[config.mk]
export PLATFORM = sky130hd
export DESIGN_NAME = irq_entry_ctrl
export DESIGN_NICKNAME = d
export VERILOG_FILES = /design/src/rtl/irq_ctl_pkg.sv /design/src/rtl/irq_prio_sel.sv /design/src/rtl/irq_ctx_stack.sv /design/src/rtl/irq_grp_latch.sv /design/src/rtl/irq_entry_ctrl.sv
export SDC_FILE = /design/constraint.sdc
export NUM_CORES = 1
export LEC_CHECK = 0
export CAP_MARGIN = 0
export CORE_ASPECT_RATIO = 0.5
export CORE_MARGIN = 1.5
export CORE_UTILIZATION = 37
export CTS_CLUSTER_SIZE = 10
export DETAILED_ROUTE_END_ITERATION = 8
export DONT_BUFFER_PORTS = 1
export SYNTH_ARGS = -nofsm -noshare
export SYNTH_HDL_FRONTEND = slang
export SYNTH_HIERARCHICAL = 1
export SYNTH_SLANG_ARGS = --single-unit
[constraint.sdc]
create_clock -name clk -period 4.35 [get_ports clk]
set_clock_uncertainty 0.1 [all_clocks]
set_input_delay 0.6525 -clock clk [delete_from_list [all_inputs] [get_ports clk]]
set_output_delay 0.6525 -clock clk [all_outputs]
set_load 0.05 [all_outputs]
[src/rtl/irq_ctl_pkg.sv]
package irq_ctl_pkg;

    localparam int ADDR_W = 2;

    typedef enum logic [ADDR_W-1:0] {
        REG_PEND = 2'd0,
        REG_ENAB = 2'd1,
        REG_CTRL = 2'd2,
        REG_GACK = 2'd3
    } reg_sel_e;

    localparam int CTRL_GMASK = 0;
    localparam int CTRL_PWE   = 1;
    localparam int CTRL_OVF   = 2;

    typedef enum logic [1:0] {
        ACT_IDLE   = 2'd0,
        ACT_ENTER  = 2'd1,
        ACT_RETURN = 2'd2
    } ctx_act_e;

    function automatic ctx_act_e pick_action(input logic can_take,
                                             input logic ret_strobe,
                                             input logic stack_empty);
        if (ret_strobe)
            return stack_empty ? ACT_IDLE : ACT_RETURN;
        else if (can_take)
            return ACT_ENTER;
        else
            return ACT_IDLE;
    endfunction

endpackage

[src/rtl/irq_prio_sel.sv]
module irq_prio_sel #(
    parameter int NUM_LINES = 8,
    localparam int VEC_W = $clog2(NUM_LINES)
) (
    input  logic [NUM_LINES-1:0] elig,
    output logic                 found,
    output logic [VEC_W-1:0]     idx
);

    always_comb begin
        found = 1'b0;
        idx   = '0;
        for (int i = NUM_LINES - 1; i >= 0; i--) begin
            if (elig[i]) begin
                found = 1'b1;
                idx   = VEC_W'(i);
            end
        end
    end

endmodule

[src/rtl/irq_ctx_stack.sv]
module irq_ctx_stack #(
    parameter int FRAME_W = 9,
    parameter int DEPTH   = 4,
    localparam int CNT_W  = $clog2(DEPTH + 1),
    localparam int IDX_W  = $clog2(DEPTH)
) (
    input  logic               clk,
    input  logic               rst,
    input  logic               push,
    input  logic [FRAME_W-1:0] push_frame,
    input  logic               pop,
    output logic [FRAME_W-1:0] top_frame,
    output logic               empty,
    output logic               overflow
);

    logic [FRAME_W-1:0] mem [DEPTH];
    logic [CNT_W-1:0]   cnt_q;
    logic [CNT_W-1:0]   top_idx;
    logic               full;

    assign empty   = (cnt_q == '0);
    assign full    = (cnt_q == CNT_W'(DEPTH));
    assign top_idx = empty ? '0 : cnt_q - 1'b1;
    assign top_frame = mem[top_idx[IDX_W-1:0]];

    always_ff @(posedge clk) begin
        if (rst) begin
            cnt_q    <= '0;
            overflow <= 1'b0;
            for (int i = 0; i < DEPTH; i++) mem[i] <= '0;
        end else if (push) begin
            if (full) begin
                overflow <= 1'b1;
            end else begin
                mem[cnt_q[IDX_W-1:0]] <= push_frame;
                cnt_q <= cnt_q + 1'b1;
            end
        end else if (pop && !empty) begin
            cnt_q <= cnt_q - 1'b1;
        end
    end

    AST_OVF_STICKY: assert property (@(posedge clk) disable iff (rst)
        overflow |=> overflow);

    AST_POP_EMPTY_IGNORED: assert property (@(posedge clk) disable iff (rst)
        (empty && pop && !push) |=> empty);

    AST_NO_PUSH_POP: assert property (@(posedge clk) disable iff (rst)
        !(push && pop));

endmodule

[src/rtl/irq_grp_latch.sv]
module irq_grp_latch #(
    parameter int NUM_GROUPS = 4
) (
    input  logic                  clk,
    input  logic                  rst,
    input  logic [NUM_GROUPS-1:0] evt,
    input  logic [NUM_GROUPS-1:0] ack_clr,
    output logic [NUM_GROUPS-1:0] set_line,
    output logic [NUM_GROUPS-1:0] blocked
);

    for (genvar g = 0; g < NUM_GROUPS; g++) begin : g_grp
        logic blk_q;

        assign set_line[g] = evt[g] && !blk_q;
        assign blocked[g]  = blk_q;

        always_ff @(posedge clk) begin
            if (rst)
                blk_q <= 1'b0;
            else if (ack_clr[g])
                blk_q <= 1'b0;
            else if (evt[g])
                blk_q <= 1'b1;
        end

        AST_GRP_HOLD: assert property (@(posedge clk) disable iff (rst)
            (blk_q && !ack_clr[g]) |=> blk_q);
    end

endmodule

[src/rtl/irq_entry_ctrl.sv]
module irq_entry_ctrl
    import irq_ctl_pkg::*;
#(
    parameter int NUM_LINES   = 8,
    parameter int NUM_GROUPS  = 4,
    parameter int STACK_DEPTH = 4,
    parameter int DATA_W      = 16,
    localparam int VEC_W      = $clog2(NUM_LINES),
    localparam int FRAME_W    = NUM_LINES + 1
) (
    input  logic                  clk,
    input  logic                  rst,
    input  logic [NUM_LINES-1:0]  irq_in,
    input  logic [NUM_GROUPS-1:0] grp_evt,
    input  logic                  reg_we,
    input  logic [ADDR_W-1:0]     reg_addr,
    input  logic [DATA_W-1:0]     reg_wdata,
    output logic [DATA_W-1:0]     reg_rdata,
    input  logic                  iret,
    output logic                  irq_req,
    output logic [VEC_W-1:0]      irq_vec
);

    // live state
    logic [NUM_LINES-1:0] pend_q, pend_n;
    logic [NUM_LINES-1:0] ier_q,  ier_n;
    logic                 gmask_q, gmask_n;
    logic                 pwe_q,   pwe_n;
    logic                 req_q;
    logic [VEC_W-1:0]     vec_q;

    // selection
    logic [NUM_LINES-1:0] elig;
    logic                 sel_found;
    logic [VEC_W-1:0]     sel_idx;
    ctx_act_e             act;

    // stack
    logic [FRAME_W-1:0]   top_frame;
    logic                 stk_empty;
    logic                 stk_ovf;

    // groups
    logic [NUM_GROUPS-1:0] grp_set;
    logic [NUM_GROUPS-1:0] grp_blk;
    logic [NUM_GROUPS-1:0] grp_ack;

    // register decode
    logic wr_pend, wr_enab, wr_ctrl, wr_gack;
    reg_sel_e sel;

    assign sel     = reg_sel_e'(reg_addr);
    assign wr_pend = reg_we && (sel == REG_PEND);
    assign wr_enab = reg_we && (sel == REG_ENAB);
    assign wr_ctrl = reg_we && (sel == REG_CTRL);
    assign wr_gack = reg_we && (sel == REG_GACK);
    assign grp_ack = wr_gack ? reg_wdata[NUM_GROUPS-1:0] : '0;

    assign elig = pend_q & ier_q;

    irq_prio_sel #(
        .NUM_LINES (NUM_LINES)
    ) i_prio (
        .elig  (elig),
        .found (sel_found),
        .idx   (sel_idx)
    );

    assign act = pick_action(sel_found && !gmask_q, iret, stk_empty);

    irq_ctx_stack #(
        .FRAME_W (FRAME_W),
        .DEPTH   (STACK_DEPTH)
    ) i_stack (
        .clk        (clk),
        .rst        (rst),
        .push       (act == ACT_ENTER),
        .push_frame ({ier_q, gmask_q}),
        .pop        (act == ACT_RETURN),
        .top_frame  (top_frame),
        .empty      (stk_empty),
        .overflow   (stk_ovf)
    );

    irq_grp_latch #(
        .NUM_GROUPS (NUM_GROUPS)
    ) i_grp (
        .clk      (clk),
        .rst      (rst),
        .evt      (grp_evt),
        .ack_clr  (grp_ack),
        .set_line (grp_set),
        .blocked  (grp_blk)
    );

    // next-state: return beats entry beats software write
    always_comb begin
        pend_n  = pend_q;
        ier_n   = ier_q;
        gmask_n = gmask_q;
        pwe_n   = pwe_q;

        if (act == ACT_ENTER)
            pend_n[sel_idx] = 1'b0;
        pend_n = pend_n | irq_in;
        for (int g = 0; g < NUM_GROUPS; g++)
            pend_n[g] = pend_n[g] | grp_set[g];
        if (wr_pend)
            pend_n = pend_n | reg_wdata[NUM_LINES-1:0];

        unique case (act)
            ACT_RETURN: begin
                ier_n   = top_frame[FRAME_W-1:1];
                gmask_n = top_frame[0];
                if (wr_ctrl) pwe_n = reg_wdata[CTRL_PWE];
            end
            ACT_ENTER: begin
                ier_n[sel_idx] = 1'b0;
                gmask_n        = 1'b1;
                pwe_n          = 1'b0;
            end
            default: begin
                if (wr_enab) ier_n = reg_wdata[NUM_LINES-1:0];
                if (wr_ctrl) begin
                    gmask_n = reg_wdata[CTRL_GMASK];
                    pwe_n   = reg_wdata[CTRL_PWE];
                end
            end
        endcase
    end

    always_ff @(posedge clk) begin
        if (rst) begin
            pend_q  <= '0;
            ier_q   <= '0;
            gmask_q <= 1'b1;
            pwe_q   <= 1'b0;
            req_q   <= 1'b0;
            vec_q   <= '0;
        end else begin
            pend_q  <= pend_n;
            ier_q   <= ier_n;
            gmask_q <= gmask_n;
            pwe_q   <= pwe_n;
            req_q   <= (act == ACT_ENTER);
            if (act == ACT_ENTER)
                vec_q <= sel_idx;
        end
    end

    assign irq_req = req_q;
    assign irq_vec = vec_q;

    always_comb begin
        reg_rdata = '0;
        unique case (sel)
            REG_PEND: reg_rdata[NUM_LINES-1:0] = pend_q;
            REG_ENAB: reg_rdata[NUM_LINES-1:0] = ier_q;
            REG_CTRL: begin
                reg_rdata[CTRL_GMASK] = gmask_q;
                reg_rdata[CTRL_PWE]   = pwe_q;
                reg_rdata[CTRL_OVF]   = stk_ovf;
            end
            default:  reg_rdata[NUM_GROUPS-1:0] = grp_blk;
        endcase
    end

    AST_REQ_PULSE: assert property (@(posedge clk) disable iff (rst)
        irq_req |=> !irq_req);

    AST_ENTRY_MASKED: assert property (@(posedge clk) disable iff (rst)
        irq_req |-> (gmask_q && !pwe_q));

    AST_ENTRY_IER_CLR: assert property (@(posedge clk) disable iff (rst)
        irq_req |-> !ier_q[irq_vec]);

    AST_RET_NO_TAKE: assert property (@(posedge clk) disable iff (rst)
        iret |=> !irq_req);

    AST_MASK_BLOCKS: assert property (@(posedge clk) disable iff (rst)
        (gmask_q && !iret && !wr_ctrl) |=> !irq_req);

endmodule

## Word level (Yosys, flattened, before mapping)

Memories as Yosys holds them, arrays and structs flattened.
Index checks and enable logic that the tools add are counted.
W data, S select, Z words.

- Eq/ne operators: 7
- $mul: 0
- $lt $le $gt $ge: 2
- Divide/modulo/power cells: 0
- $add $sub $neg: 2
- Bitwise gates (word level): 10
- Reduce and logical (&&, ||, !) cells: 30
- Multiplexer cells: 44
- Shift operators: 0

Operators by type and width:

| cell | number |
|---|---|
| $mux W3 | 11 |
| $and A8 B8 Y8 | 3 |
| $mux W8 | 3 |
| $mux W1 | 18 |
| $or A8 B8 Y8 | 2 |
| $pmux W8 S2 | 1 |
| $logic_and A1 B1 Y1 | 11 |
| $reduce_or A2 Y1 | 5 |
| $mux W9 | 1 |
| $pmux W3 S3 | 1 |
| $reduce_or A9 Y1 | 1 |
| $mux W2 | 4 |
| $not A8 Y8 | 1 |
| $pmux W4 S2 | 1 |
| $eq A2 B2 Y1 const B | 3 |
| $logic_not A1 Y1 | 6 |
| $reduce_bool A3 Y1 | 2 |
| $eq A2 B1 Y1 const B | 2 |
| $lt A3 B4 Y1 const B | 1 |
| $mux W4 | 1 |
| $or A1 B1 Y1 | 4 |
| $reduce_and A2 Y1 | 2 |
| $add A3 B1 Y3 const B | 1 |
| $demux W1 S3 | 1 |
| 9 further kinds | 9 |

- Register bits after elaboration: 30
- Bits of input ports: 34
- Memories: 1
- Memory bits (writable): 36
- Logic and storage cells: 108
- Output and inout bits: 20
- ROM bits: 0
- Bits in latches: 0

Memories:

| memory | depth | width | read ports | clocked after memory_dff | wr ports | RTL line | RTL |
|---|---|---|---|---|---|---|---|
| i_stack.mem | 4 | 9 | 1 | 0 | 4 | irq_ctx_stack.sv:17 | `logic [FRAME_W-1:0] mem [DEPTH];` |

## Depth between registers and ports, before layout

- Word-level depth: 20
- Depth in mapped cells: 12
- Mapped depth without buffers: 10

## Cells and area by module

The synthesis kept the hierarchy.

Modules (own cells, without submodules):

| module | area each (sq um) | seq. area each (sq um) | times used | cells an instance |
|---|---|---|---|---|
| irq_ctx_stack | 2020.7 | 1161.1 | 1 | 167 |
| irq_entry_ctrl | 1472.7 | 440.4 | 1 | 185 |
| irq_grp_latch | 170.2 | 80.1 | 1 | 20 |
| irq_prio_sel | 80.1 | 0.0 | 1 | 13 |

## Least setup slack after synthesis

OpenSTA, ideal clock, no wires.

- Path kind: input port to output port
- Start: input reg_addr[0]
- End: output reg_rdata[3]
- Path buffers: 1
- Setup slack: 1535 ps
- Required time: 3597 ps
- Arrival: 2062 ps
- Cell stages on the path: 3
- Cells stage by stage: buf_2 mux2i_1 o21ai_0

- Longest elaborated chain between the ends: 2
- Elaborated cells between the ends (all ways): 4
- Classes of those cells: eq/ne (2); mux (1); reduce/logical (1)

RTL lines:

| item | RTL line | RTL |
|---|---|---|
| start: declaration | irq_entry_ctrl.sv:16 | `input logic [ADDR_W-1:0] reg_addr,` |
| $eq A2 B2 Y1 (tied with other cells) | irq_entry_ctrl.sv:156 | `unique case (sel)` |
| $pmux W1 S3 * | irq_entry_ctrl.sv:156 |  |
| end: declaration | irq_entry_ctrl.sv:18 | `output logic [DATA_W-1:0] reg_rdata,` |

Every way passes the cells marked *; elsewhere a longest branch is shown, timed or not.

## Worst setup path in the final report

- Start: register i_stack.cnt_q[1]
- End: register ier_q[4]

- Elaborated cells between the ends (all ways): 10
- Classes of those cells: add/sub (1); eq/ne (2); mux (4); reduce/logical (2); memory (1)

RTL lines:

| item | RTL line | RTL |
|---|---|---|
| start: declaration | irq_ctx_stack.sv:18 | `logic [CNT_W-1:0] cnt_q;` |
| start signal: assignment | irq_ctx_stack.sv:37 | `cnt_q <= cnt_q + 1'b1;` |
| start signal: assignment | irq_ctx_stack.sv:40 | `cnt_q <= cnt_q - 1'b1;` |
| $logic_not A3 Y1 | irq_ctx_stack.sv:22 | `assign empty = (cnt_q == '0);` |
| via stk_empty | irq_entry_ctrl.sv:40 | `logic stk_empty;` |
| $mux W2 | irq_ctx_stack.sv:24 | `assign top_idx = empty ? '0 : cnt_q - 1'b1;` |
| $mem_v2 Z4 W9 | n/a |  |
| via top_frame[5] | irq_entry_ctrl.sv:39 | `logic [FRAME_W-1:0] top_frame;` |
| $pmux W8 S2 | irq_entry_ctrl.sv:111 | `unique case (act)` |
| end signal: assignment | irq_entry_ctrl.sv:142 | `ier_q <= ier_n;` |
| end: declaration | irq_entry_ctrl.sv:26 | `logic [NUM_LINES-1:0] ier_q, ier_n;` |

The timed path passes the listed nets, and every way through them passes these cells.
A chain may end at the register's enable or synchronous reset.

==> metrics.md <==
| Metric | Value |
|---|---|
| Maximum vdd drop | 0.240 mV |
| Seq/Total Area, Yosys | 0.449 |
| Switching part of the total power | 0.242 |
| I/O pin count | 54 |
| Hold depth | 1 |
| HP Start | rst |
| Post-route core utilization | 0.420 |
| ANT cells | 0 |
| Clock buffer count from CTS | 9 |
| Comb pwr share | 0.075 |
| Largest net degree at the start of global routing | 39 |
| Nature of the critical path endpoint | register |
| Post-route ant nets | 0 |
| Setup crit end | ier_q[4] |
| Busiest grt layer | met2 |
| Worst-Margin Slew | around 0.97 ns |
| Leak Pwr | 1.46 nW |
| Crit path required time | 4.46 ns |
| Worst Reg-to-Reg Cells | 10 |
| Final worst-path cycle share | 0.743 |
| Met3 Usage GRT | 0.0454 |
| Crit path from | i_stack/cnt_q[1] |
| Max Cap Viol | 0 |
| Post_cts resized | 0 |
| FF-to-FF Start | i_stack/cnt_q[1] |
| Type of origin of the critical path | register |
| Power density over the cells | 380 nW/µm² |
| P_int | around 0.0012 W |
| Die Y | between 70 and 80 µm |
| Vias | 2762 |
| Overall global routing resource usage | 0.177 |
| GR Overflow Total | 0 |
| Total of warnings raised by yosys | 6 |
| Area Growth Syn to Fin | 8.16% |
| CP Buf/Inv Count | 2 |
| Slowest cell on crit path | a2111oi_0 |
| Ys flop type | edfxtp_1 |
| R2r setup slk | about 1.1 ns |
| CP arrival | about 3.3 ns |
| Hold Violations, Final | 0 |
| Vias in the first global route | approximately 2800 |
| Clock transition at path regs | ~0.060 ns |
| Slowest stage delay, CP | ~0.73 ns |
| Routed vias/inst | ~5.4 |
| Setup tns final | 0 ns |
| Maximum clock rate | between 0.3 and 0.4 GHz |
| Core Box Area | 9630 µm² |
| Switch Pwr | roughly 0.00037 W |
| Max FO, Critical Path | 27 |
| Routability cong. | slightly below 0.8 |
| Synth unique cells | between 50 and 60 |
| Clock sinks | 66 |
| Family with the most delay on the worst path | compound AO/OA/AOI/OAI gates |
| Die ar. | approximately 11000 µm² |
| Drt total wl | approximately 9000 µm |
| Die width | approximately 150 µm |
| Asr flop ratio synth | 0 |
| CTS Root Cell | clkbuf_16 |
| Initial core utilization | 0.389 |
| Share of layout cells above drive strength 1 | 0.112 |
| Headroom to the max-slew limit | 0.351 |
| Critical path class | reg -> reg |
| Post-Layout Inst Area | ~4000 µm² |
| Status | finished, final reports clean |
| Htree depth | 3 |
| Postcts setup bufs | 0 |
| Pins Over Slew Limit | 0 |
| Post-DP HPWL | ~6200 µm |
| IO buf count | 0 |
| Detailed Routing Iterations Pass 1 | 4 |
| Clk buf depth | 2 |
| GRT met1 Usage | 0.242 |
| GRT met2 Usage | 0.280 |
| Nets | ~400 |
| Worst min-delay path category | in -> reg |
| Syn Area/Cell | 9.72 µm² |
| Post-synth EDFFs | 36 |
| RSZ-0062 raised after global routing | false |
| Worst-path cell chain | inv_2, ha_1, nand2b_1, inv_2, a2111oi_0, a31oi_1, mux2i_1, nor2b_1, o21ai_0, a21oi_1 |
| Initial DRC count | roughly 170 |
| Cell depth of the worst setup path | 10 |
| First-pass GRT wire length | around 15000 µm |
| Power share of the clock group | 0.472 |
| R2r endpoint | ier_q[4] |
| Gate Count Post-Synth | between 300 and 400 |
| Flop pwr share | 0.453 |
| CTS tree | yes |
| Synth Register Bits | 66 |
| Hold Buf Count CTS | 0 |
| Setup-failing EPs final | 0 |
| Top cell by count, worst path | inv_2 |
| Mean routed wirelength per cell | roughly 18 µm |
| Residual DRC | 0 |
| Fin crit period | around 3.2 ns |
| # rows | 25 |
| Initial antenna violation count | 0 |
| Placed Area | ~3700 µm² |
| Clock Latency Late Sink | about 0.33 ns |
| Synthesized area | roughly 3700 µm² |
[worst reg2reg max path, delay by kind of cell (launching register included)]
family                     cells  cell delay [ns]
DFF                            1             0.53
and+or+nand+nor                2             0.43
buffers and inverters          2             0.47
adders and majority gates      1             0.26
muxes                          1             0.18
AOI/OAI and AO/OA              4             1.14
[how the worst min path moves through the flow]
stage,slack [ns],to
finish,0.29,pend_q[2]
floorplan,0.33,i_stack/overflow
global placement,0.36,i_stack/overflow
detailed placement,0.36,i_stack/overflow
CTS,0.28,pend_q[0]
global route,0.28,pend_q[2]
[flip-flops by register name, indices dropped and copies added, names as in the netlist]
register           count
i_stack/overflow       1
irq_vec                3
i_stack/cnt_q          3
irq_req                1
i_stack/mem           36
pend_q                 8
i_grp/g_grp.blk_q      4
pwe_q                  1
gmask_q                1
ier_q                  8
[synthesized netlist by cell type (2+ instances only)]
| cell type | count | area share |
|---|---|---|
| and2_1 | 46 | 0.077 |
| edfxtp_1 | 36 | 0.29 |
| dfxtp_1 | 30 | 0.16 |
| a21oi_1 | 26 | 0.035 |
| o21ai_0 | 25 | 0.033 |
| nor2b_1 | 22 | 0.037 |
| nor2_1 | 21 | 0.021 |
| buf_4 | 16 | 0.032 |
| a31oi_1 | 13 | 0.022 |
| nand2_1 | 13 | 0.013 |
| mux2i_1 | 12 | 0.032 |
| nand3_1 | 12 | 0.016 |
| clkbuf_1 | 11 | 0.011 |
| nand2b_1 | 8 | 0.013 |
| nor3_1 | 8 | 0.011 |
| a2111oi_0 | 7 | 0.016 |
| buf_2 | 6 | 0.0080 |
| nor3b_1 | 6 | 0.012 |
| o21ai_1 | 6 | 0.0080 |
| a211oi_1 | 5 | 0.010 |
| and2_2 | 4 | 0.0080 |
| inv_1 | 4 | 0.0040 |
| ha_1 | 3 | 0.010 |
| inv_2 | 3 | 0.0030 |
| mux2_2 | 3 | 0.0090 |
| mux4_2 | 3 | 0.018 |
| nor4_4 | 3 | 0.017 |
| o21a_1 | 3 | 0.0060 |
| a2111oi_1 | 2 | 0.0053 |
| a21o_1 | 2 | 0.0040 |
| a311oi_1 | 2 | 0.0047 |
| buf_6 | 2 | 0.0060 |
| o31ai_1 | 2 | 0.0040 |
| or2_2 | 2 | 0.0033 |
[routing by layer]
| metal | routed length, µm | vias to the layer above |
|---|---|---|
| li1 | - | 1353 |
| met1 | 4510 | 1317 |
| met2 | 3920 | 83 |
| met3 | 497 | 9 |
| met4 | 101 | 0 |
| met5 | 0 | - |
[through the flow]
stage | hold slack (ns) | setup slack [ns] | instances | power, W
2_1_floorplan | 0.332 | 1.54 | 392 | 0.000818
3_3_place_gp | 0.356 | 1.21 | 495 | 0.000822
3_5_place_dp | 0.364 | 1.17 | 495 | 0.000824
4_1_cts | 0.279 | 1.15 | 511 | 0.00155
5_1_grt | 0.277 | 0.856 | 511 | 0.00159
6_report | 0.292 | 1.12 | 511 | 0.00154
[logic make-up (layout without fill, tap and decap cells)]
| kind of cell | count (synthesis) | in the layout | synth area share |
|---|---|---|---|
| AND/OR/NAND/NOR | 151 | 151 | 0.242 |
| AO/OA/AOI/OAI | 101 | 101 | 0.167 |
| flip-flops | 66 | 66 | 0.449 |
| buffers and inverters | 43 | 27 | 0.0665 |
| multiplexers | 18 | 18 | 0.0592 |
| adder cells (fa/ha/maj) | 3 | 3 | 0.0100 |
| XOR/XNOR | 2 | 2 | 0.00468 |
| other | 1 | 8 | 0.00100 |
[cells in the final DEF (no fill, tap or decap), types with 8 or more instances in the layout]
master / netlist / routed
and2_1: 46 / 46
edfxtp_1: 36 / 36
dfxtp_1: 30 / 30
a21oi_1: 26 / 26
o21ai_0: 25 / 24
nor2b_1: 22 / 22
nor2_1: 21 / 21
nand2_1: 13 / 13
a31oi_1: 13 / 13
mux2i_1: 12 / 12
nand3_1: 12 / 12
clkbuf_16: 0 / 9
nand2b_1: 8 / 8
nor3_1: 8 / 8
conb_1: 1 / 8
[area by class of cell]
cell class,instances,area (µm²)
tap,135,169
clock inverter,7,76.3
inverter,8,35.0
timing repair buffer,3,22.5
clock buffer,9,225
sequential,66,1680
fill,960,5590
multi-input combinational,283,1840
[power groups by stage]
stage | logic, W | registers (W) | clock network (W)
4_1_cts | 0.000115 | 0.000696 | 0.000738
3_5_place_dp | 0.000115 | 0.000709 | 0
2_1_floorplan | 0.000116 | 0.000702 | 0
5_1_grt | 0.000125 | 0.000699 | 0.000763
3_3_place_gp | 0.000114 | 0.000708 | 0
6_report | 0.000115 | 0.000696 | 0.000726
Power figures use the tool's default switching activity.
